`src/rtl/dma_stat_pkg.sv`:
```
package dma_stat_pkg;
    localparam int          DATA_W    = 32;
    localparam logic [1:0]  SZ_WORD   = 2'd2;
    localparam int          FLAG_REG  = 0;
    localparam int          CLR_REG   = 1;
    localparam int          CTRL_BASE = 2;
    // nibble layout shared by flag, clear and control words
    localparam int          NIB_GLOB  = 0;
    localparam int          NIB_DONE  = 1;
    localparam int          NIB_HALF  = 2;
    localparam int          NIB_ERR   = 3;

    typedef struct packed {
        logic en;
        logic ie_done;
        logic ie_half;
        logic ie_err;
        logic f_done;
        logic f_half;
        logic f_err;
    } chan_st_t;

    typedef struct packed {
        logic              valid;
        logic              err;
        logic [DATA_W-1:0] data;
    } rsp_t;
endpackage

```
`src/rtl/dma_chan_stat.sv`:
```
module dma_chan_stat
    import dma_stat_pkg::*;
(
    input  logic       clk,
    input  logic       rst_n,
    input  logic       evt_half,
    input  logic       evt_done,
    input  logic       evt_err,
    input  logic       ctrl_we,
    input  logic [3:0] ctrl_wbits,
    input  logic [3:0] clr_bits,
    output logic [3:0] flags,
    output logic [3:0] ctrl_bits,
    output logic       en,
    output logic       irq
);
    chan_st_t st_d, st_q;
    logic     clr_all;

    always_comb begin
        st_d    = st_q;
        clr_all = clr_bits[NIB_GLOB];
        // set dominates clear
        st_d.f_done = evt_done | (st_q.f_done & ~(clr_all | clr_bits[NIB_DONE]));
        st_d.f_half = evt_half | (st_q.f_half & ~(clr_all | clr_bits[NIB_HALF]));
        st_d.f_err  = evt_err  | (st_q.f_err  & ~(clr_all | clr_bits[NIB_ERR]));
        if (ctrl_we) begin
            st_d.ie_done = ctrl_wbits[NIB_DONE];
            st_d.ie_half = ctrl_wbits[NIB_HALF];
            st_d.ie_err  = ctrl_wbits[NIB_ERR];
            st_d.en      = ctrl_wbits[0] & ~st_q.f_err;
        end
        if (evt_err) begin
            st_d.en = 1'b0;
        end
    end

    always_ff @(posedge clk) begin
        if (!rst_n) st_q <= '0;
        else        st_q <= st_d;
    end

    assign flags     = {st_q.f_err, st_q.f_half, st_q.f_done,
                        st_q.f_err | st_q.f_half | st_q.f_done};
    assign ctrl_bits = {st_q.ie_err, st_q.ie_half, st_q.ie_done, st_q.en};
    assign en        = st_q.en;
    assign irq       = (st_q.f_done & st_q.ie_done) |
                       (st_q.f_half & st_q.ie_half) |
                       (st_q.f_err  & st_q.ie_err);

    assert_err_drops_en_R5: assert property (@(posedge clk) disable iff (!rst_n)
        evt_err |=> !en);
    assert_en_blocked_R6: assert property (@(posedge clk) disable iff (!rst_n)
        (ctrl_we && flags[NIB_ERR]) |=> !en);
    assert_set_wins_R4: assert property (@(posedge clk) disable iff (!rst_n)
        (evt_done || evt_half) |=> flags[NIB_GLOB]);
    assert_err_sticky_R3: assert property (@(posedge clk) disable iff (!rst_n)
        (flags[NIB_ERR] && !clr_bits[NIB_ERR] && !clr_bits[NIB_GLOB]) |=> flags[NIB_ERR]);
endmodule

```
`src/rtl/dma_stat_regif.sv`:
```
module dma_stat_regif
    import dma_stat_pkg::*;
#(
    parameter int NUM_CH = 4,
    parameter int ADDR_W = 4
) (
    input  logic                clk,
    input  logic                rst_n,
    input  logic                req,
    input  logic                wr,
    input  logic [ADDR_W-1:0]   addr,
    input  logic [1:0]          size,
    input  logic [DATA_W-1:0]   wdata,
    input  logic [4*NUM_CH-1:0] flag_vec,
    input  logic [4*NUM_CH-1:0] ctrl_vec,
    output logic [NUM_CH-1:0]   ctrl_we,
    output logic [3:0]          ctrl_wbits,
    output logic [4*NUM_CH-1:0] clr_vec,
    output logic                rsp_valid,
    output logic                rsp_err,
    output logic [DATA_W-1:0]   rsp_data
);
    localparam int NIB_W = 4 * NUM_CH;

    rsp_t              rsp_d, rsp_q;
    logic              ok;
    logic [DATA_W-1:0] rd;

    always_comb begin
        ok         = req && (size == SZ_WORD);
        ctrl_we    = '0;
        clr_vec    = '0;
        ctrl_wbits = wdata[3:0];
        rd         = '0;
        if (ok && wr && addr == ADDR_W'(CLR_REG)) begin
            clr_vec = wdata[NIB_W-1:0];
        end
        if (addr == ADDR_W'(FLAG_REG)) begin
            rd[NIB_W-1:0] = flag_vec;
        end
        for (int c = 0; c < NUM_CH; c++) begin
            if (addr == ADDR_W'(CTRL_BASE + c)) begin
                ctrl_we[c] = ok && wr;
                rd[3:0]    = ctrl_vec[4*c +: 4];
            end
        end
        rsp_d.valid = req;
        rsp_d.err   = req && !ok;
        rsp_d.data  = (ok && !wr) ? rd : '0;
    end

    always_ff @(posedge clk) begin
        if (!rst_n) rsp_q <= '0;
        else        rsp_q <= rsp_d;
    end

    assign rsp_valid = rsp_q.valid;
    assign rsp_err   = rsp_q.err;
    assign rsp_data  = rsp_q.data;

    assert_resp_next_R10: assert property (@(posedge clk) disable iff (!rst_n)
        req |=> rsp_valid);
    assert_narrow_err_R8: assert property (@(posedge clk) disable iff (!rst_n)
        (req && size != SZ_WORD) |=> (rsp_err && rsp_data == '0));
    assert_no_spurious_R10: assert property (@(posedge clk) disable iff (!rst_n)
        !req |=> !rsp_valid);
endmodule

```
`src/rtl/dma_stat_ctl.sv`:
```
module dma_stat_ctl
    import dma_stat_pkg::*;
#(
    parameter int NUM_CH = 4,
    parameter int ADDR_W = 4
) (
    input  logic                clk,
    input  logic                rst_n,
    input  logic                bus_req,
    input  logic                bus_wr,
    input  logic [ADDR_W-1:0]   bus_addr,
    input  logic [1:0]          bus_size,
    input  logic [31:0]         bus_wdata,
    output logic                bus_rvalid,
    output logic                bus_rerr,
    output logic [31:0]         bus_rdata,
    input  logic [NUM_CH-1:0]   evt_half,
    input  logic [NUM_CH-1:0]   evt_done,
    input  logic [NUM_CH-1:0]   evt_err,
    output logic [NUM_CH-1:0]   ch_en,
    output logic [NUM_CH-1:0]   ch_irq
);
    localparam int NIB_W = 4 * NUM_CH;

    logic [NIB_W-1:0]  flag_vec;
    logic [NIB_W-1:0]  ctrl_vec;
    logic [NIB_W-1:0]  clr_vec;
    logic [NUM_CH-1:0] ctrl_we;
    logic [3:0]        ctrl_wbits;

    dma_stat_regif #(.NUM_CH(NUM_CH), .ADDR_W(ADDR_W)) u_regif (
        .clk        (clk),
        .rst_n      (rst_n),
        .req        (bus_req),
        .wr         (bus_wr),
        .addr       (bus_addr),
        .size       (bus_size),
        .wdata      (bus_wdata),
        .flag_vec   (flag_vec),
        .ctrl_vec   (ctrl_vec),
        .ctrl_we    (ctrl_we),
        .ctrl_wbits (ctrl_wbits),
        .clr_vec    (clr_vec),
        .rsp_valid  (bus_rvalid),
        .rsp_err    (bus_rerr),
        .rsp_data   (bus_rdata)
    );

    for (genvar c = 0; c < NUM_CH; c++) begin : g_ch
        dma_chan_stat u_ch (
            .clk        (clk),
            .rst_n      (rst_n),
            .evt_half   (evt_half[c]),
            .evt_done   (evt_done[c]),
            .evt_err    (evt_err[c]),
            .ctrl_we    (ctrl_we[c]),
            .ctrl_wbits (ctrl_wbits),
            .clr_bits   (clr_vec[4*c +: 4]),
            .flags      (flag_vec[4*c +: 4]),
            .ctrl_bits  (ctrl_vec[4*c +: 4]),
            .en         (ch_en[c]),
            .irq        (ch_irq[c])
        );

        assert_irq_source_R7: assert property (@(posedge clk) disable iff (!rst_n)
            ch_irq[c] |-> flag_vec[4*c + NIB_GLOB]);
    end
endmodule

```
`config.mk`:
```
export PLATFORM = sky130hd
export DESIGN_NAME = dma_stat_ctl
export DESIGN_NICKNAME = d
export VERILOG_FILES = /design/src/rtl/dma_stat_pkg.sv /design/src/rtl/dma_chan_stat.sv /design/src/rtl/dma_stat_regif.sv /design/src/rtl/dma_stat_ctl.sv
export SDC_FILE = /design/constraint.sdc
export NUM_CORES = 1
export LEC_CHECK = 0
export ABC_AREA = 1
export BUFFER_PORTS_ARGS = -buffer_cell sky130_fd_sc_hd__buf_4
export CAP_MARGIN = 10
export CORE_ASPECT_RATIO = 0.75
export CORE_UTILIZATION = 30
export CTS_BUF_LIST = sky130_fd_sc_hd__clkbuf_16
export DETAILED_ROUTE_END_ITERATION = 6
export GPL_TIMING_DRIVEN = 0
export PLACE_DENSITY_LB_ADDON = 0.3
export SLEW_MARGIN = 10
export SYNTH_ARGS = -nofsm -noshare
export SYNTH_HDL_FRONTEND = slang
export SYNTH_SLANG_ARGS = --single-unit
```
`constraint.sdc`:
```
create_clock -name clk -period 1.4 [get_ports clk]
set_input_delay 0.28 -clock clk [delete_from_list [all_inputs] [get_ports clk]]
set_output_delay 0.28 -clock clk [all_outputs]
set_load 0.02 [all_outputs]
```
==> results of run 1 <==
==> kinds of logic (layout without fill, tap and decap cells) <==
| logic type | count (synthesis) | count (layout) | share of synthesized area, % |
|---|---|---|---|
| and+or+nand+nor | 172 | 172 | 34.5 |
| DFF | 46 | 46 | 42.1 |
| buffers and inverters | 67 | 138 | 16.1 |
| AOI/OAI and AO/OA | 28 | 28 | 7.04 |
| other | 1 | 16 | 0.172 |
==> worst reg2reg max path: stages (launching register included) <==
cell and delay (ns):
dfxtp_4 0.36, nor2_1 0.10, nand2_1 0.06, nand3_1 0.06, nand3_1 0.08, nor2_1 0.10, nor2_1 0.04
==> stage by stage <==
step	total power (µW)	worst slack, ns	instances	hold slack [ns]
floorplan	1590	0.263	329	0.376
global placement	1730	-0.0977	490	0.450
detailed placement	1730	-0.0908	490	0.454
CTS	2900	0.00190	498	0.172
global route	3020	0.0159	498	0.186
finish	2880	0.0560	498	0.175
==> worst max path at each step <==
stage | startpoint | endpoint | slack (ns) | cells past startpoint
2_1_floorplan | bus_size[0] | g_ch[0].u_ch.ctrl_bits[1] | 0.26 | 8
3_3_place_gp | bus_size[0] | g_ch[0].u_ch.ctrl_bits[2] | -0.1 | 9
3_5_place_dp | bus_size[0] | g_ch[1].u_ch.flags[3] | -0.09 | 8
4_1_cts | g_ch[2].u_ch.ctrl_bits[1] | ch_irq[2] | 0.002 | 4
5_1_grt | g_ch[3].u_ch.flags[1] | ch_irq[3] | 0.02 | 4
6_report | g_ch[0].u_ch.flags[1] | ch_irq[0] | 0.06 | 4
==> cell type report <==
cell class / instances / share of cell area, %
clock inverters: 3 / 0.706
flip-flops and latches: 46 / 30.9
plain buffers: 29 / 6.85
repair buffers: 64 / 15.9
multi-input cells: 216 / 32.8
well taps: 98 / 4.07
inverters: 37 / 4.61
clock buffers: 5 / 4.15
==> state kept, by name, indices dropped and copies added (netlist names) <==
name	count
g_ch.u_ch.flags	12
g_ch.u_ch.en	4
u_regif.rsp_valid	1
u_regif.rsp_err	1
g_ch.u_ch.ctrl_bits	12
u_regif.rsp_data	16
==> layer usage <==
layer | vias up | wire (µm) | part of all wire (%) | GRT usage, %
met4 | 0 | 73 | 1.3 | 5.07
li1 | 1112 | - | - | -
met3 | 7 | 290 | 5.3 | 3.97
met1 | 895 | 2650 | 48 | 21.1
met2 | 53 | 2500 | 45 | 25.3
met5 | - | 0 | 0 | 0
==> repair_timing <==
| action | CTS | global route |
|---|---|---|
| endpoints found under the setup margin | 1 | 4 |
| hold buffers | 0 | 0 |
| resized for setup | 2 | 12 |
| setup buffers | 0 | 1 |
| pin swaps | 0 | 1 |
| gates cloned | 0 | 0 |
==> report_power, final <==
group | switching (µW) | leakage, µW | internal, µW
Sequential | 23.6 | 0.000377 | 1340
Clock | 511 | 0.0000698 | 661
Combinational | 189 | 0.00103 | 157
Total | 723 | 0.00147 | 2160
==> cells in the final DEF (no fill, tap or decap), types with 4 or more instances in the layout <==
| master | n |
|---|---|
| buf_4 | 87 |
| nand2_1 | 61 |
| nor2_1 | 56 |
| dfxtp_1 | 40 |
| nand3_1 | 32 |
| inv_1 | 31 |
| conb_1 | 16 |
| a21oi_1 | 14 |
| or2_2 | 9 |
| o21ai_0 | 9 |
| inv_2 | 5 |
| clkbuf_16 | 5 |
| dfxtp_2 | 5 |
| nor2_2 | 4 |
==> flow_summary.toml, run 1 <==
[run_status]
status = "finished clean"

[placement]
dpl-instance-area_um2 = 2840
port_buffers = 63
dp_hpwl_um = 4240
gp_congestion = 0.846

[floorplan]
ios = 96
initial_core_util_pct = 31.5
fp.dieW_um = 101
core_area_um2 = 6930
dieHeight_um = 75.9
die-area_um2 = 7640
rows = 26

[worst_setup_path]
crit_family = "flip-flops"
r2r-start = "g_ch[0].u_ch.flags[2]"
reg2reg_depth = 6
r2r_end = "u_regif.rsp_data[0]"
critPathMaxFanout = 4
crit_path_end_kind = "primary output"
worstPathBufferInverterCount = 2
cpMostUsedCell = "buf_4"
worst_path_largest_cell_delay_ns = 0.34
cp_slowest_cell = "dfxtp_2"
critPathLaunchType = "register"
path_class = "register to primary output"
crit_chain = "nand2_1 -> nand3_2 -> buf_4 -> buf_4"
cp.required_ns = 1.12
r2r_slack_ns = 0.48
cp.arrival_ns = 1.06

[route]
vias = 2067
drt_iter0_drc = 81
detail-route-antenna-nets = 0
wl_per_cell_um = 11.1
routed_wl_um = 5510
viasPerCell = 4.15
drc = 0
dr.pass1.iters = 4

[logic_synthesis]
synth_area_leaders = "dfxtp_1 (42%), nand2_1 (11%), nor2_1 (9.6%), buf_4 (8.2%), nand3_1 (7.8%)"
ys_seq_elements = 46
yosysMostFrequentCell = "nand2_1"
synthDominantCellAreaShare_pct = 42.1
synthFlopType = "dfxtp_1"
synth_edf_count = 0
yosys-top-cells-count = "nand2_1 (62), nor2_1 (56), dfxtp_1 (46), inv_1 (34), nand3_1 (34)"
syn-mean-instance-area_um2 = 6.96
async_reset_ff_share_pct = 0
yosysTopAreaCell = "dfxtp_1"
yosysSeqAreaShare_pct = 42.1
synth_area_um2 = 2190
synthCells = 314
yosysUniqueCellTypes = 27
yosysWarnings = 0

[power_and_ir_drop]
vdd_drop_max_mv = 0.515
power.density_nw_per_um2 = 956
leakagePower_uw = 0.00147

[global_route]
gr-total-overflow = 0
grt_max_degree = 16
antenna_found_initial = 0
grt_usage_pct = 15.9
grt_first_pass_wirelength_um = 9380
grt_pass1_vias = 2008

[layout]
num-fill-cells = 726
n_antenna_cell = 0
drive_above_1_share_pct = 33.3
area_growth_pct = 37.8
utilization_pct = 43.5
multi_input_area_um2 = 987
final_cell_area_um2 = 3010
nNetsFinal = 453
seq_area_um2 = 931

[clock_network]
path_clk_slew_ns = 0.07
htreeDepth = 2
clkLatencyLatePin_ns = 0.29
clk_path_buf_depth = 2
cts_tree = "yes"
cts_root_buf = "clkbuf_16"
cts_buffers = 5
cts_sinks = 46

[hold_path]
hold_class = "primary input to register"
min_to = "u_regif.rsp_err"
worstHoldPathCells = 2
min_from = "bus_size[1]"

[timing]
fin_skew_ns = 0.00513
setup_tns_ns = 0
hold_viol = 0
slew_headroom_pct = 63.2
worstMarginPinSlew_ns = 0.552
fmax_mhz = 744
rsz0062_at_grt = "false"
min_period_ns = 1.34
drv_slew = 0
post-route-period-util_pct = 96.0
setup_viol = 0

[run]
cap_violations = 0
No activity file was read; power rests on OpenSTA's default activity.
==> run 2, diff against run 1 <==
REMOVE_ABC_BUFFERS = 1   (was unset)
SYNTH_HIERARCHICAL = 1   (was unset)
==> flow_summary.toml, run 2 <==
[placement]
dp_hpwl_um = 3850
port_buffers = 63
gp_congestion = 0.829
pre_cts_slack_ns = -0.508

[logic_synthesis]
yosysUniqueCellTypes = 19
yosysSeqAreaShare_pct = 40.3
synth_area_leaders = "dfxtp_1 (40%), nor2_1 (11%), inv_1 (9.7%), buf_4 (7.9%), nand2_1 (7.4%)"
synth_edf_count = 0
yosys-top-cells-count = "nor2_1 (66), inv_1 (59), dfxtp_1 (46), nand2_1 (45), nand3_1 (28)"
yosysWarnings = 6
ys_seq_elements = 46
synthFlopType = "dfxtp_1"
yosysTopAreaCell = "dfxtp_1"
yosysMostFrequentCell = "nor2_1"
synthDominantCellAreaShare_pct = 40.3
syn-mean-instance-area_um2 = 6.84
async_reset_ff_share_pct = 0
synth_area_um2 = 2280
synthCells = 334

[timing]
fmax_mhz = 786
rsz0062_at_grt = "false"
drv_slew = 0
min_period_ns = 1.27
post-route-period-util_pct = 90.9
hold_viol = 0
setup_viol = 0
setup_slack_ns = 0.127
fin_skew_ns = 0.00499
holdWs_ns = 0.187

[clock_network]
path_clk_slew_ns = 0.06
cts_tree = "yes"
clkLatencyLatePin_ns = 0.28
cts_root_buf = "clkbuf_16"
clk_path_buf_depth = 2
htreeDepth = 2
cts_sinks = 46
hold_buffers = 0
cts_buffers = 5

[hold_path]
hold_class = "primary input to register"
min_from = "bus_size[1]"

[worst_setup_path]
r2r_slack_ns = 0.44
cp.arrival_ns = 0.99
cp.required_ns = 1.12
worst_path_largest_cell_delay_ns = 0.41
critPathMaxFanout = 5
crit_path_end_kind = "primary output"
cp-startpoint = "g_ch[0].u_ch/flags[3]"
cp_slowest_cell = "dfxtp_1"
path_class = "register to primary output"
critPathLaunchType = "register"
r2r-start = "g_ch[0].u_ch/flags[3]"
crit_chain = "nand2_1 -> nand3_1 -> buf_4"

[floorplan]
dieHeight_um = 77.6
ios = 96
initial_core_util_pct = 31.0
core_area_um2 = 7360
fp.dieW_um = 103
rows = 27
die-area_um2 = 7970

[layout]
area_growth_pct = 28.6
final_cell_mix = "buf_4 (68), nor2_1 (64), inv_1 (59)"
utilization_pct = 39.9
seq_area_um2 = 921
largest_reg_flops = 16
drive_above_1_share_pct = 26.6
final_common_cell = "buf_4"
multi_input_area_um2 = 998
nNetsFinal = 451
num-fill-cells = 833
n_antenna_cell = 0

[global_route]
busiest_layer = "met2"
met2_usage_pct = 19.5
grtUsageMet3_pct = 3.60
grt_pass1_vias = 1766
grt_usage_pct = 13.5
grt_first_pass_wirelength_um = 8270
grt_max_degree = 22
gr-total-overflow = 0
antenna_found_initial = 0
grt_util_met1_pct = 19.4

[route]
viasPerCell = 4.05
drc = 0
detail-route-antenna-nets = 0
dr.pass1.iters = 4
drt_iter0_drc = 78
routed_wl_um = 5050
wl_per_cell_um = 10.1
vias = 2021

[run]
cap_violations = 0

[power_and_ir_drop]
leakagePower_uw = 0.00150
vdd_drop_max_mv = 0.433
power.density_nw_per_um2 = 950

[run_status]
status = "finished clean"
[run 2: through the flow]
| stage | std cells | area, µm² | total power, µW | setup TNS [ns] |
|---|---|---|---|---|
| floorplan | 322 | 2130 | 1550 | -0.166 |
| global placement | 486 | 2730 | 1680 | -6.41 |
| detailed placement | 486 | 2730 | 1690 | -7.69 |
| CTS | 494 | 2880 | 2810 | 0 |
| global route | 499 | 2940 | 2930 | 0 |
| finish | 499 | 2940 | 2790 | 0 |
[run 2: timing repair]
item / CTS / global route
resized for setup: 2 / 4
setup buffers: 0 / 5
hold endpoints to repair: 0 / 0
pin swaps: 0 / 1
endpoints found under the setup margin: 5 / 21
[run 2: layer usage]
layer	up-vias	part of all wire, %	routed length (µm)
met5	-	0	0
met4	0	1.1	55
met3	5	8.2	416
met2	59	43	2150
met1	865	48	2430
li1	1092	-	-
[run 2: layout make-up]
type | instances | share of cell area, %
clock buffer | 5 | 4.26
clock inverter | 3 | 0.554
inverter | 64 | 8.18
multi-input combinational | 212 | 34.0
sequential | 46 | 31.3
tap | 101 | 4.30
timing repair buffer | 68 | 17.4
[run 2: power breakdown]
group | switching (µW) | total [µW] | internal [µW]
Sequential | 30.0 | 1370 | 1340
Clock | 468 | 1120 | 651
Combinational | 180 | 304 | 124
Total | 678 | 2790 | 2110
[run 2: worst paths after layout]
| check | to | cells past startpoint |
|---|---|---|
| max | ch_irq[0] | 3 |
| min | u_regif/rsp_err | 2 |
| max reg2reg | u_regif/rsp_data[0] | 6 |
| min reg2reg | u_regif/rsp_data[14] | 2 |
[run 2: cell families after synthesis]
group / count (synthesis) / synth area share (%)
simple gates: 163 / 32.4
flops: 46 / 40.3
compound gates: 33 / 7.23
buf+inv: 91 / 19.9
other cells: 1 / 0.164
[run 2: critical path: cells and delay by family, from the launching register on]
family,cells,cell delay (ns)
flops,1,0.41
buf+inv,1,0.15
simple gates,2,0.15
==> run 3, diff against run 2 <==
BUFFER_PORTS_ARGS = unset   (was -buffer_cell sky130_fd_sc_hd__buf_4)
DONT_BUFFER_PORTS = 1   (was unset)
==> flow_summary.toml, run 3 (synthesis gave the netlist of run 2 again) <==
[power_and_ir_drop]
p_comb_share_pct = 6.1
pwr-share-clk_pct = 46.5
vdd_drop_max_mv = 0.564
leakagePower_uw = 0.00117
p_int_uw = 2230
power.density_nw_per_um2 = 1180
power_uw = 2890
switchingPower_uw = 663
pwr-share-seq_pct = 47.5
switching_share_pct = 22.9

[timing]
rsz0062_at_grt = "false"
setup_tns_ns = 0
setup_viol = 0
fmax_mhz = 793
min_period_ns = 1.26
fin_skew_ns = 0.00633
drv_slew = 0
hold_viol = 0
post-route-period-util_pct = 90.1

[global_route]
antenna_found_initial = 0
grt_first_pass_wirelength_um = 8010
gr-total-overflow = 0
grt_usage_pct = 13.4
grt_max_degree = 22
grt_pass1_vias = 1657

[floorplan]
core_area_um2 = 7360
fp.dieW_um = 103
rows = 27
die-area_um2 = 7970
ios = 96
dieHeight_um = 77.6
initial_core_util_pct = 31.0

[placement]
dp_hpwl_um = 3840
dp_cells = 423
dpl-instance-area_um2 = 2250
gp_congestion = 0.782
port_buffers = 0

[route]
detail-route-antenna-nets = 0
drt_iter0_drc = 55
viasPerCell = 4.25
drc = 0
vias = 1830
dr.pass1.iters = 4
wl_per_cell_um = 11.8
routed_wl_um = 5100

[hold_path]
hold_class = "primary input to register"

[worst_setup_path]
cp_slowest_cell = "dfxtp_1"
critPathMaxFanout = 5
crit_path_end_kind = "primary output"
path_class = "register to primary output"
worst_path_largest_cell_delay_ns = 0.41
cp.required_ns = 1.12
worstPathBufferInverterCount = 0
crit_chain = "nand2_1 -> nand3_1"
cp.arrival_ns = 0.98
critPathLaunchType = "register"
crit_family = "flip-flops"

[run_status]
status = "finished clean"

[clock_network]
cts_root_buf = "clkbuf_16"
clk_path_buf_depth = 2
cts_sinks = 46
hold_buffers = 0
htreeDepth = 2
cts_buffers = 5
cts_setup_buffers = 0
cts_tree = "yes"
path_clk_slew_ns = 0.07
clkLatencyLatePin_ns = 0.28

[layout]
drive_above_1_share_pct = 11.2
final_cell_area_um2 = 2440
utilization_pct = 33.2
n_antenna_cell = 0
nNetsFinal = 383
finalNonFillerCells = 431
final_common_cell = "nor2_1"
area_growth_pct = 6.90
final_cell_mix = "nor2_1 (66), inv_1 (59), dfxtp_1 (46)"
largest_reg_flops = 16

[run]
cap_violations = 0
[run 3: area by class of cell]
cell class | count | area, µm²
multi-input cells | 212 | 986
clock inverters | 3 | 43.8
fillers | 834 | 4920
clock buffers | 5 | 125
well taps | 101 | 126
flip-flops and latches | 46 | 921
inverters | 64 | 240
[run 3: final timing paths]
kind                            slack, ns                  start                    to  depth (start not counted)
worst max-delay path                 0.14  g_ch[2].u_ch/flags[3]             ch_irq[2]                          2
worst min-delay path                 0.08            bus_size[1]       u_regif/rsp_err                          1
worst max register to register       0.42  g_ch[0].u_ch/flags[3]   u_regif/rsp_data[0]                          6
worst min register to register       0.47  g_ch[3].u_ch/flags[2]  u_regif/rsp_data[14]                          2
[run 3: layer usage]
metal / wire length, µm / part of all wire, % / vias to the layer above / GRT usage, %
met5: 0 / 0 / - / 0
met4: 37 / 0.73 / 0 / 4.37
met3: 530 / 10 / 2 / 5.95
met2: 2160 / 42 / 57 / 19.9
met1: 2380 / 47 / 810 / 17.1
li1: - / - / 961 / -
[run 3: repair_timing]
item	in CTS	in global routing
endpoints found under the setup margin	4	5
gates cloned	0	0
gates resized for setup	1	2
[run 3: power by group through the flow]
stage | logic (µW) | registers [µW] | clock network (µW)
after detailed placement | 172 | 1400 | 0
final | 176 | 1370 | 1340
after global placement | 169 | 1400 | 0
after CTS | 174 | 1370 | 1380
after global routing | 202 | 1380 | 1420
after floorplan | 153 | 1390 | 0
[run 3: metrics by stage]
stage	hold slack, ns	setup slack (ns)
global route	0.0788	0.0593
detailed placement	0.380	-0.380
global placement	0.380	-0.358
CTS	0.0796	0.103
finish	0.0841	0.138
floorplan	0.376	-0.0453
